## config.mk

```make
export PLATFORM = sky130hd
export DESIGN_NAME = ws_lane_encoder
export DESIGN_NICKNAME = d
export VERILOG_FILES = /design/src/rtl/ws_lane_pkg.sv /design/src/rtl/ws_slot_timer.sv /design/src/rtl/ws_frame_seq.sv /design/src/rtl/ws_color_buf.sv /design/src/rtl/ws_lane_shaper.sv /design/src/rtl/ws_lane_encoder.sv
export SDC_FILE = /design/constraint.sdc
export NUM_CORES = 1
export LEC_CHECK = 0
export BUFFER_PORTS_ARGS = -buffer_cell sky130_fd_sc_hd__clkbuf_2
export CELL_PAD_IN_SITES_DETAIL_PLACEMENT = 1
export CELL_PAD_IN_SITES_GLOBAL_PLACEMENT = 1
export CORE_MARGIN = 2
export CORE_UTILIZATION = 49
export DETAILED_ROUTE_END_ITERATION = 7
export GPL_TIMING_DRIVEN = 0
export PLACE_DENSITY = 0.83
export SYNTH_ARGS = -nofsm -noshare
export SYNTH_HDL_FRONTEND = slang
export SYNTH_HIERARCHICAL = 1
export SYNTH_SLANG_ARGS = --single-unit
```

## constraint.sdc

```tcl
create_clock -name clk -period 4.2 [get_ports clk]
set_input_delay 0.21 -clock clk [delete_from_list [all_inputs] [get_ports clk]]
set_output_delay 0.21 -clock clk [all_outputs]
set_load 0.01 [all_outputs]
```

## src/rtl/ws_lane_pkg.sv

```systemverilog
package ws_lane_pkg;

  typedef enum logic [1:0] {PH_IDLE, PH_PRE, PH_DATA, PH_POST} phase_t;

  localparam int BITS_PER_LED  = 24;
  localparam int SLOTS_PER_BIT = 3;

  // clock cycles in one slot of slot_ns nanoseconds
  function automatic int slot_cycles(input longint clk_hz, input longint slot_ns);
    longint c;
    c = (clk_hz * slot_ns) / 64'd1000000000;
    return (c < 1) ? 1 : int'(c);
  endfunction

  // input packs R[23:16] G[15:8] B[7:0]; wire order is G, R, B
  function automatic logic [23:0] grb_order(input logic [23:0] rgb);
    return {rgb[15:8], rgb[23:16], rgb[7:0]};
  endfunction

  function automatic int frame_slots(input int pre, input int post, input int n);
    return pre + post + n * BITS_PER_LED * SLOTS_PER_BIT;
  endfunction

endpackage

```

## src/rtl/ws_slot_timer.sv

```systemverilog
module ws_slot_timer #(
  parameter int SLOT_CYC = 80
) (
  input  logic clk,
  input  logic rst_n,
  input  logic run,
  output logic slot_tick
);
  localparam int TW = (SLOT_CYC > 1) ? $clog2(SLOT_CYC) : 1;

  logic [TW-1:0] cnt;

  assign slot_tick = run && (cnt == TW'(SLOT_CYC - 1));

  always_ff @(posedge clk or negedge rst_n) begin
    if (!rst_n)         cnt <= '0;
    else if (!run)      cnt <= '0;
    else if (slot_tick) cnt <= '0;
    else                cnt <= cnt + TW'(1);
  end

  // a tick never repeats on consecutive cycles when a slot spans several
  a_r1_tick_spacing: assert property (@(posedge clk) disable iff (!rst_n)
    (SLOT_CYC > 1 && slot_tick) |=> !slot_tick);
endmodule

```

## src/rtl/ws_frame_seq.sv

```systemverilog
module ws_frame_seq
  import ws_lane_pkg::*;
#(
  parameter int MAX_LEDS   = 50,
  parameter int PRE_SLOTS  = 4,
  parameter int POST_SLOTS = 4,
  parameter int CW         = 6
) (
  input  logic          clk,
  input  logic          rst_n,
  input  logic          start,
  input  logic [CW-1:0] led_count,
  input  logic          slot_tick,
  output phase_t        phase,
  output logic [1:0]    slot_idx,
  output logic [4:0]    bit_idx,
  output logic          load_led,
  output logic          ready_window
);
  localparam int AMAX = (PRE_SLOTS > POST_SLOTS) ? PRE_SLOTS : POST_SLOTS;
  localparam int AW   = $clog2(AMAX + 1);

  logic [CW-1:0] n_q, led_idx;
  logic [AW-1:0] amble;
  logic last_led, pre_done, post_done, bit_last;

  assign last_led  = (led_idx == n_q - CW'(1));
  assign pre_done  = (amble == AW'(PRE_SLOTS - 1));
  assign post_done = (amble == AW'(POST_SLOTS - 1));
  assign bit_last  = (bit_idx == 5'(BITS_PER_LED - 1));

  assign load_led = slot_tick &&
    ((phase == PH_PRE && pre_done && n_q != '0) ||
     (phase == PH_DATA && slot_idx == 2'd2 && bit_last && !last_led));

  assign ready_window = (phase == PH_PRE && n_q != '0) ||
                        (phase == PH_DATA && bit_last && !last_led);

  always_ff @(posedge clk or negedge rst_n) begin
    if (!rst_n) begin
      phase    <= PH_IDLE;
      n_q      <= '0;
      led_idx  <= '0;
      amble    <= '0;
      slot_idx <= '0;
      bit_idx  <= '0;
    end else begin
      case (phase)
        PH_IDLE: if (start) begin
          phase <= PH_PRE;
          amble <= '0;
          n_q   <= (led_count > CW'(MAX_LEDS)) ? CW'(MAX_LEDS) : led_count;
        end
        PH_PRE: if (slot_tick) begin
          if (pre_done) begin
            amble <= '0;
            if (n_q == '0) phase <= PH_POST;
            else begin
              phase    <= PH_DATA;
              led_idx  <= '0;
              bit_idx  <= '0;
              slot_idx <= '0;
            end
          end else amble <= amble + AW'(1);
        end
        PH_DATA: if (slot_tick) begin
          if (slot_idx == 2'd2) begin
            slot_idx <= '0;
            if (bit_last) begin
              bit_idx <= '0;
              if (last_led) phase <= PH_POST;
              else          led_idx <= led_idx + CW'(1);
            end else bit_idx <= bit_idx + 5'd1;
          end else slot_idx <= slot_idx + 2'd1;
        end
        default: if (slot_tick) begin
          if (post_done) phase <= PH_IDLE;
          else           amble <= amble + AW'(1);
        end
      endcase
    end
  end

  // leaving idle always enters the leading zero slots
  a_r5_enter_pre: assert property (@(posedge clk) disable iff (!rst_n)
    ($past(phase) == PH_IDLE && phase != PH_IDLE) |-> phase == PH_PRE);
  // the latched count never exceeds the ceiling
  a_r6_count_clamped: assert property (@(posedge clk) disable iff (!rst_n)
    phase != PH_IDLE |-> n_q <= CW'(MAX_LEDS));
  // a start seen while running leaves the latched count alone
  a_r9_start_ignored: assert property (@(posedge clk) disable iff (!rst_n)
    (phase != PH_IDLE && start) |=> $stable(n_q));
endmodule

```

## src/rtl/ws_color_buf.sv

```systemverilog
module ws_color_buf
  import ws_lane_pkg::*;
#(
  parameter int LANES = 8
) (
  input  logic                  clk,
  input  logic                  rst_n,
  input  logic [LANES*24-1:0]   col_data,
  input  logic                  col_valid,
  input  logic                  load_led,
  input  logic                  ready_window,
  output logic                  col_ready,
  output logic [LANES*24-1:0]   cur,
  output logic                  blank
);
  logic [LANES*24-1:0] nxt, reord;
  logic nxt_ok, take;

  for (genvar i = 0; i < LANES; i++) begin : g_reord
    assign reord[i*24 +: 24] = grb_order(col_data[i*24 +: 24]);
  end

  assign col_ready = ready_window && !nxt_ok;
  assign take      = col_valid && col_ready;

  always_ff @(posedge clk or negedge rst_n) begin
    if (!rst_n) begin
      nxt    <= '0;
      nxt_ok <= 1'b0;
      cur    <= '0;
      blank  <= 1'b1;
    end else if (load_led) begin
      if (nxt_ok) begin
        cur    <= nxt;
        blank  <= 1'b0;
        nxt_ok <= 1'b0;
      end else if (take) begin
        cur   <= reord;
        blank <= 1'b0;
      end else begin
        blank <= 1'b1;
      end
    end else if (take) begin
      nxt    <= reord;
      nxt_ok <= 1'b1;
    end
  end

  // an LED start with nothing in hand and nothing arriving goes dark
  a_r8_starve_blank: assert property (@(posedge clk) disable iff (!rst_n)
    (load_led && !nxt_ok && !take) |=> blank);
endmodule

```

## src/rtl/ws_lane_shaper.sv

```systemverilog
module ws_lane_shaper
  import ws_lane_pkg::*;
#(
  parameter int LANES = 8
) (
  input  phase_t                phase,
  input  logic [1:0]            slot_idx,
  input  logic [4:0]            bit_idx,
  input  logic [LANES*24-1:0]   cur,
  input  logic                  blank,
  output logic [LANES-1:0]      lane_out,
  output logic                  underrun
);
  logic sending;
  assign sending  = (phase == PH_DATA) && !blank;
  assign underrun = (phase == PH_DATA) && blank;

  for (genvar i = 0; i < LANES; i++) begin : g_lane
    logic data_bit;
    assign data_bit = cur[i*24 + (BITS_PER_LED - 1 - int'(bit_idx))];
    always_comb begin
      if (!sending)               lane_out[i] = 1'b0;
      else if (slot_idx == 2'd0)  lane_out[i] = 1'b1;
      else if (slot_idx == 2'd1)  lane_out[i] = data_bit;
      else                        lane_out[i] = 1'b0;
    end
  end
endmodule

```

## src/rtl/ws_lane_encoder.sv

```systemverilog
module ws_lane_encoder
  import ws_lane_pkg::*;
#(
  parameter int LANES      = 8,
  parameter int CLK_HZ     = 200_000_000,
  parameter int SLOT_NS    = 400,
  parameter int MAX_LEDS   = 50,
  parameter int PRE_SLOTS  = 4,
  parameter int POST_SLOTS = 4,
  parameter int CW         = $clog2(MAX_LEDS + 1)
) (
  input  logic                clk,
  input  logic                rst_n,
  input  logic                start,
  input  logic [CW-1:0]       led_count,
  input  logic                col_valid,
  output logic                col_ready,
  input  logic [LANES*24-1:0] col_data,
  output logic [LANES-1:0]    lane_out,
  output logic                busy,
  output logic                underrun
);
  localparam int SLOT_CYC = slot_cycles(CLK_HZ, SLOT_NS);

  phase_t phase;
  logic [1:0] slot_idx;
  logic [4:0] bit_idx;
  logic slot_tick, load_led, ready_window, blank;
  logic [LANES*24-1:0] cur;

  assign busy = (phase != PH_IDLE);

  ws_slot_timer #(.SLOT_CYC(SLOT_CYC)) u_timer (
    .clk(clk), .rst_n(rst_n), .run(busy), .slot_tick(slot_tick));

  ws_frame_seq #(.MAX_LEDS(MAX_LEDS), .PRE_SLOTS(PRE_SLOTS),
                 .POST_SLOTS(POST_SLOTS), .CW(CW)) u_seq (
    .clk(clk), .rst_n(rst_n), .start(start), .led_count(led_count),
    .slot_tick(slot_tick), .phase(phase), .slot_idx(slot_idx),
    .bit_idx(bit_idx), .load_led(load_led), .ready_window(ready_window));

  ws_color_buf #(.LANES(LANES)) u_buf (
    .clk(clk), .rst_n(rst_n), .col_data(col_data), .col_valid(col_valid),
    .load_led(load_led), .ready_window(ready_window), .col_ready(col_ready),
    .cur(cur), .blank(blank));

  ws_lane_shaper #(.LANES(LANES)) u_shape (
    .phase(phase), .slot_idx(slot_idx), .bit_idx(bit_idx), .cur(cur),
    .blank(blank), .lane_out(lane_out), .underrun(underrun));

  // outputs hold between slot boundaries
  a_r1_stable_in_slot: assert property (@(posedge clk) disable iff (!rst_n)
    (busy && !slot_tick) |=> $stable(lane_out));
  // a transfer only begins on a start pulse
  a_r5_busy_from_start: assert property (@(posedge clk) disable iff (!rst_n)
    $rose(busy) |-> $past(start));
  // no colour accepted while idle
  a_r7_ready_only_busy: assert property (@(posedge clk) disable iff (!rst_n)
    col_ready |-> busy);
  // a starved LED keeps every lane low
  a_r8_underrun_dark: assert property (@(posedge clk) disable iff (!rst_n)
    underrun |-> lane_out == '0);
endmodule

```

==> summary.md <==
| Metric | Value |
|---|---|
| Initial DRC count | `906` |
| Count of maximum capacitance violations | `0` |
| Number of hold violations in the final report | `0` |
| Number of fillers in the final layout | `4,023` |
| Clock slew seen by the registers of the worst setup and hold paths | `0.06 ns` |
| Fraction of final layout cells with drive strength greater than 1 | `41.8%` |
| Critical path launch point type | `register` |
| Signal arrival time at the worst endpoint | `3.85 ns` |
| Final weighted congestion in routability-driven placement | `0.817` |
| Number of flops mapped to enable cells by yosys | `0` |
| Total setup violations reported at the end of the flow | `0` |
| Input/output buffers | `212` |
| Vias per cell | `5.76` |
| Synthesized area per cell | `14.1 um^2` |
| HPWL Detailed | `38,900 um` |
| Final #Nets | `2,150` |
| Residual overflow from global routing | `0` |
| Yosys Warn Count | `6` |
| Endpoint type of the worst setup path | `primary output` |
| Dominant cells by area after synthesis | `sky130_fd_sc_hd__dfrtp_1, sky130_fd_sc_hd__mux2_2, sky130_fd_sc_hd__mux2_1, sky130_fd_sc_hd__mux4_2, sky130_fd_sc_hd__mux2i_1` |
| Final Instance Count excl. Fillers | `2,507` |
| Post-route fraction of the period consumed by the critical path | `96.6%` |
| Clock latency on the worst-skew pair | `0.58 ns` |
| Asr flop ratio synth | `100%` |
| Max frequency | `247 MHz` |
| Initial cell density of the core | `49.5%` |
| Count of pins over their slew limit | `0` |
| Total via count after detailed routing | `14,432` |
| Worst Setup Path Type | `register to primary output` |
| Number of placed instances, taps included | `2,221` |
| Height of the chip | `210 um` |
| Slew HR | `27.1%` |
| Gate Count Post-Synth | `1,466` |
| Maximum count of clock buffers along a single path | `3` |
| Share of the synthesized area in the top cell type | `50.2%` |
| Length of the first detailed-routing pass in iterations | `5` |
| CTS tree | `built` |
| Post-route standard cell area excluding fillers | `0.0262 mm^2` |
| Pin count of the biggest net entering global routing | `109` |
| P_leak | `12.5 nW` |
| Cell row count | `75` |
| Number of buffers added by the clock tree synthesis step | `46` |
| Post-CTS setup buffer count | `0` |
| Worst hold-check path type | `primary input to asynchronous set/reset pin` |
| Sequential cell area | `0.0104 mm^2` |
| Run status | `finished clean` |
| Crit path required time | `3.99 ns` |
| DRC violation count after routing | `0` |
| Number of antenna violations at the first check in global routing | `5` |
| I/O pin count | `213` |
| Total routing usage reported by global routing | `30.7%` |
| Ordered list of cells on the worst path | `clkinv_2 -> ha_2 -> buf_2 -> mux4_2 -> mux2_2 -> nand3_1 -> a41oi_1 -> a311oi_1 -> a211oi_2 -> clkbuf_2` |
| Clk sinks | `417` |
| Power density over the cells | `478 mW/mm^2` |
| DR WL/cell | `26.3 um` |
| Horizontal extent of the die | `210 um` |
| Drt total wl | `65,800 um` |
| Dominant register cell in the synthesized netlist | `sky130_fd_sc_hd__dfrtp_1` |
| Core box area | `0.0419 mm^2` |
| Area growth, synth to finish | `26.3%` |
| Clock tree root driver cell | `sky130_fd_sc_hd__clkbuf_16` |
| Largest voltage drop on the vdd net | `0.380 mV` |
| Number of flip-flops and latches in the synthesized netlist | `417` |
| Net count after synthesis | `1,686` |
| Minimum clock period | `4.06 ns` |
| Post-synthesis sequential area ratio | `50.4%` |
| Worst-case clock skew | `0.0278 ns` |
| RSZ-0062 raised after global routing | `no` |
| Number of unique standard cell types used by synthesis | `66` |
| Vias in the first global route | `16,945` |
| Max stage delay on crit path | `0.52 ns` |
| Die area | `0.0439 mm^2` |
| Crit-path slowest cell | `sky130_fd_sc_hd__ha_2` |
| Crit Path Max Fanout | `11` |
| Post-detailed-route count of antenna-violating nets | `0` |
| Post-synthesis cell area | `0.0207 mm^2` |
| Multi-input gate area in the final layout | `0.00974 mm^2` |
| H-Tree Depth | `2` |
| Largest area contributor in the synthesized netlist | `sky130_fd_sc_hd__dfrtp_1` |
| Wire length of the first global-routing pass | `102,000 um` |
| Worst slew pin tran | `1.08 ns` |
| Post-place instance area | `0.0226 mm^2` |
[power breakdown]
group | total [mW] | internal [mW] | switching (mW)
registers | 5.54 | 4.95 | 0.592
clock network | 4.19 | 2.49 | 1.70
logic | 2.78 | 1.52 | 1.26
total | 12.5 | 8.96 | 3.56
[sequential cells by signal, indices dropped and copies added, names as in the netlist]
| register | count |
|---|---|
| u_buf/cur | 192 |
| u_buf/nxt | 192 |
| u_timer/cnt | 7 |
| u_seq/led_idx | 6 |
| u_seq/n_q | 6 |
| u_seq/bit_idx | 5 |
| u_seq/amble | 3 |
| u_seq/phase | 2 |
| u_seq/slot_idx | 2 |
| u_buf/blank | 1 |
| u_buf/nxt_ok | 1 |
[logic make-up (layout without fill, tap and decap cells)]
family	count (synthesis)	count (layout)	synth area share (%)
simple gates	130	130	3.31
fa+ha+maj	18	18	1.09
mux	674	674	38.4
buf+inv	111	607	2.85
compound gates	106	106	3.59
other cells	0	6	0
xor+xnor	10	10	0.423
flops	417	417	50.4
[path summary, 6_finish.rpt]
path	slack (ns)	depth (start not counted)	startpoint	to
setup / recovery	0.14	10	u_seq/bit_idx[3]$_DFFE_PN0P_	lane_out[6]
hold / removal	0.14	2	rst_n	u_buf/nxt[112]$_DFFE_PN0P_
setup reg to reg	0.27	13	u_seq/n_q[0]$_DFFE_PN0P_	u_buf/cur[90]$_DFFE_PN0P_
hold reg to reg	0.48	1	u_timer/cnt[0]$_DFF_PN0_	u_timer/cnt[0]$_DFF_PN0_
max in group asynchronous	2.74	4	rst_n	u_buf/nxt[5]$_DFFE_PN0P_
min in group clk	0.24	3	start	u_seq/n_q[1]$_DFFE_PN0P_
[cell usage in the layout (no fill, tap or decap), types with 4 or more instances in the layout]
cell type / count
sky130_fd_sc_hd__bufinv_16: 4
sky130_fd_sc_hd__clkinv_2: 5
sky130_fd_sc_hd__diode_2: 6
sky130_fd_sc_hd__a221oi_1: 6
sky130_fd_sc_hd__a21oi_1: 18
sky130_fd_sc_hd__buf_4: 26
sky130_fd_sc_hd__nand2_1: 27
sky130_fd_sc_hd__a22o_1: 7
sky130_fd_sc_hd__mux4_1: 8
sky130_fd_sc_hd__or3_1: 4
sky130_fd_sc_hd__o211ai_1: 5
sky130_fd_sc_hd__nor3_1: 5
sky130_fd_sc_hd__o21ai_0: 19
sky130_fd_sc_hd__clkbuf_16: 47
sky130_fd_sc_hd__xnor2_1: 7
sky130_fd_sc_hd__nand3_1: 18
sky130_fd_sc_hd__and3_1: 5
sky130_fd_sc_hd__a22oi_1: 11
sky130_fd_sc_hd__dlygate4sd3_1: 200
sky130_fd_sc_hd__nand2b_1: 9
sky130_fd_sc_hd__mux2_1: 181
sky130_fd_sc_hd__clkbuf_8: 12
sky130_fd_sc_hd__inv_1: 20
sky130_fd_sc_hd__dfrtp_1: 415
sky130_fd_sc_hd__ha_1: 17
sky130_fd_sc_hd__clkbuf_2: 213
sky130_fd_sc_hd__buf_2: 44
sky130_fd_sc_hd__clkbuf_1: 21
sky130_fd_sc_hd__mux4_2: 26
sky130_fd_sc_hd__a221oi_2: 4
sky130_fd_sc_hd__nor2_1: 31
sky130_fd_sc_hd__mux2_2: 407
sky130_fd_sc_hd__nor2b_1: 6
sky130_fd_sc_hd__mux2i_1: 49
sky130_fd_sc_hd__buf_16: 4
[cells in the mapped netlist, drive strengths merged, types with 3 or more instances]
library cell,number
nand2b,9
xor2,3
nor2,33
a22oi,11
and3b,3
xnor2,7
a221oi,10
or3,4
ha,18
a311oi,3
o21ai,22
mux4,34
inv,21
a21oi,21
o31ai,3
o211ai,6
nand3,19
clkbuf,13
dfrtp,416
nand4,3
mux2i,49
nand4b,3
nor2b,7
a31oi,4
mux2,591
nor3,8
a211oi,3
buf,75
nand2,27
and3,5
a22o,7
[per-layer routing]
| layer | GRT usage (%) | vias up | share of wire [%] |
|---|---|---|---|
| li1 | - | 6343 | - |
| met1 | 34.9 | 7515 | 38 |
| met2 | 55.3 | 405 | 53 |
| met3 | 5.87 | 169 | 4.7 |
| met4 | 15.0 | 0 | 4.5 |
| met5 | 0 | - | 0 |
[timing repair]
action	4_1_cts	5_1_grt
hold buffers	200	0
endpoints found under the hold margin	259	0
gates resized for setup	11	7
setup endpoints to repair	7	4
[area by class of cell]
type | count | area share (%)
timing repair buffer | 416 | 12.2
antenna | 6 | 0.0574
tap | 539 | 2.58
inverter | 23 | 0.335
sequential | 417 | 39.9
clock buffer | 69 | 5.23
buffer | 88 | 1.94
multi-input combinational | 938 | 37.2
clock inverter | 11 | 0.626
[critical path, delay by kind of cell (launching register included)]
kind	cells	cell delay, ns
compound gates	3	0.64
buf+inv	3	0.78
fa+ha+maj	1	0.52
flops	1	0.51
mux	2	0.71
simple gates	1	0.11
[metrics by stage]
stage	power (mW)	setup TNS, ns	hold slack, ns	setup slack (ns)	utilization, %
floorplan	7.09	0	-0.0856	1.21	-
global placement	7.75	-2626.60	0.441	-6.35	53.7
detailed placement	7.99	-0.238	0.181	-0.121	53.9
CTS	12.4	0	0.139	0.129	62.5
global route	13.1	0	0.158	0.0225	62.5
finish	12.5	0	0.144	0.144	62.6
(Power assumes the default switching activity.)
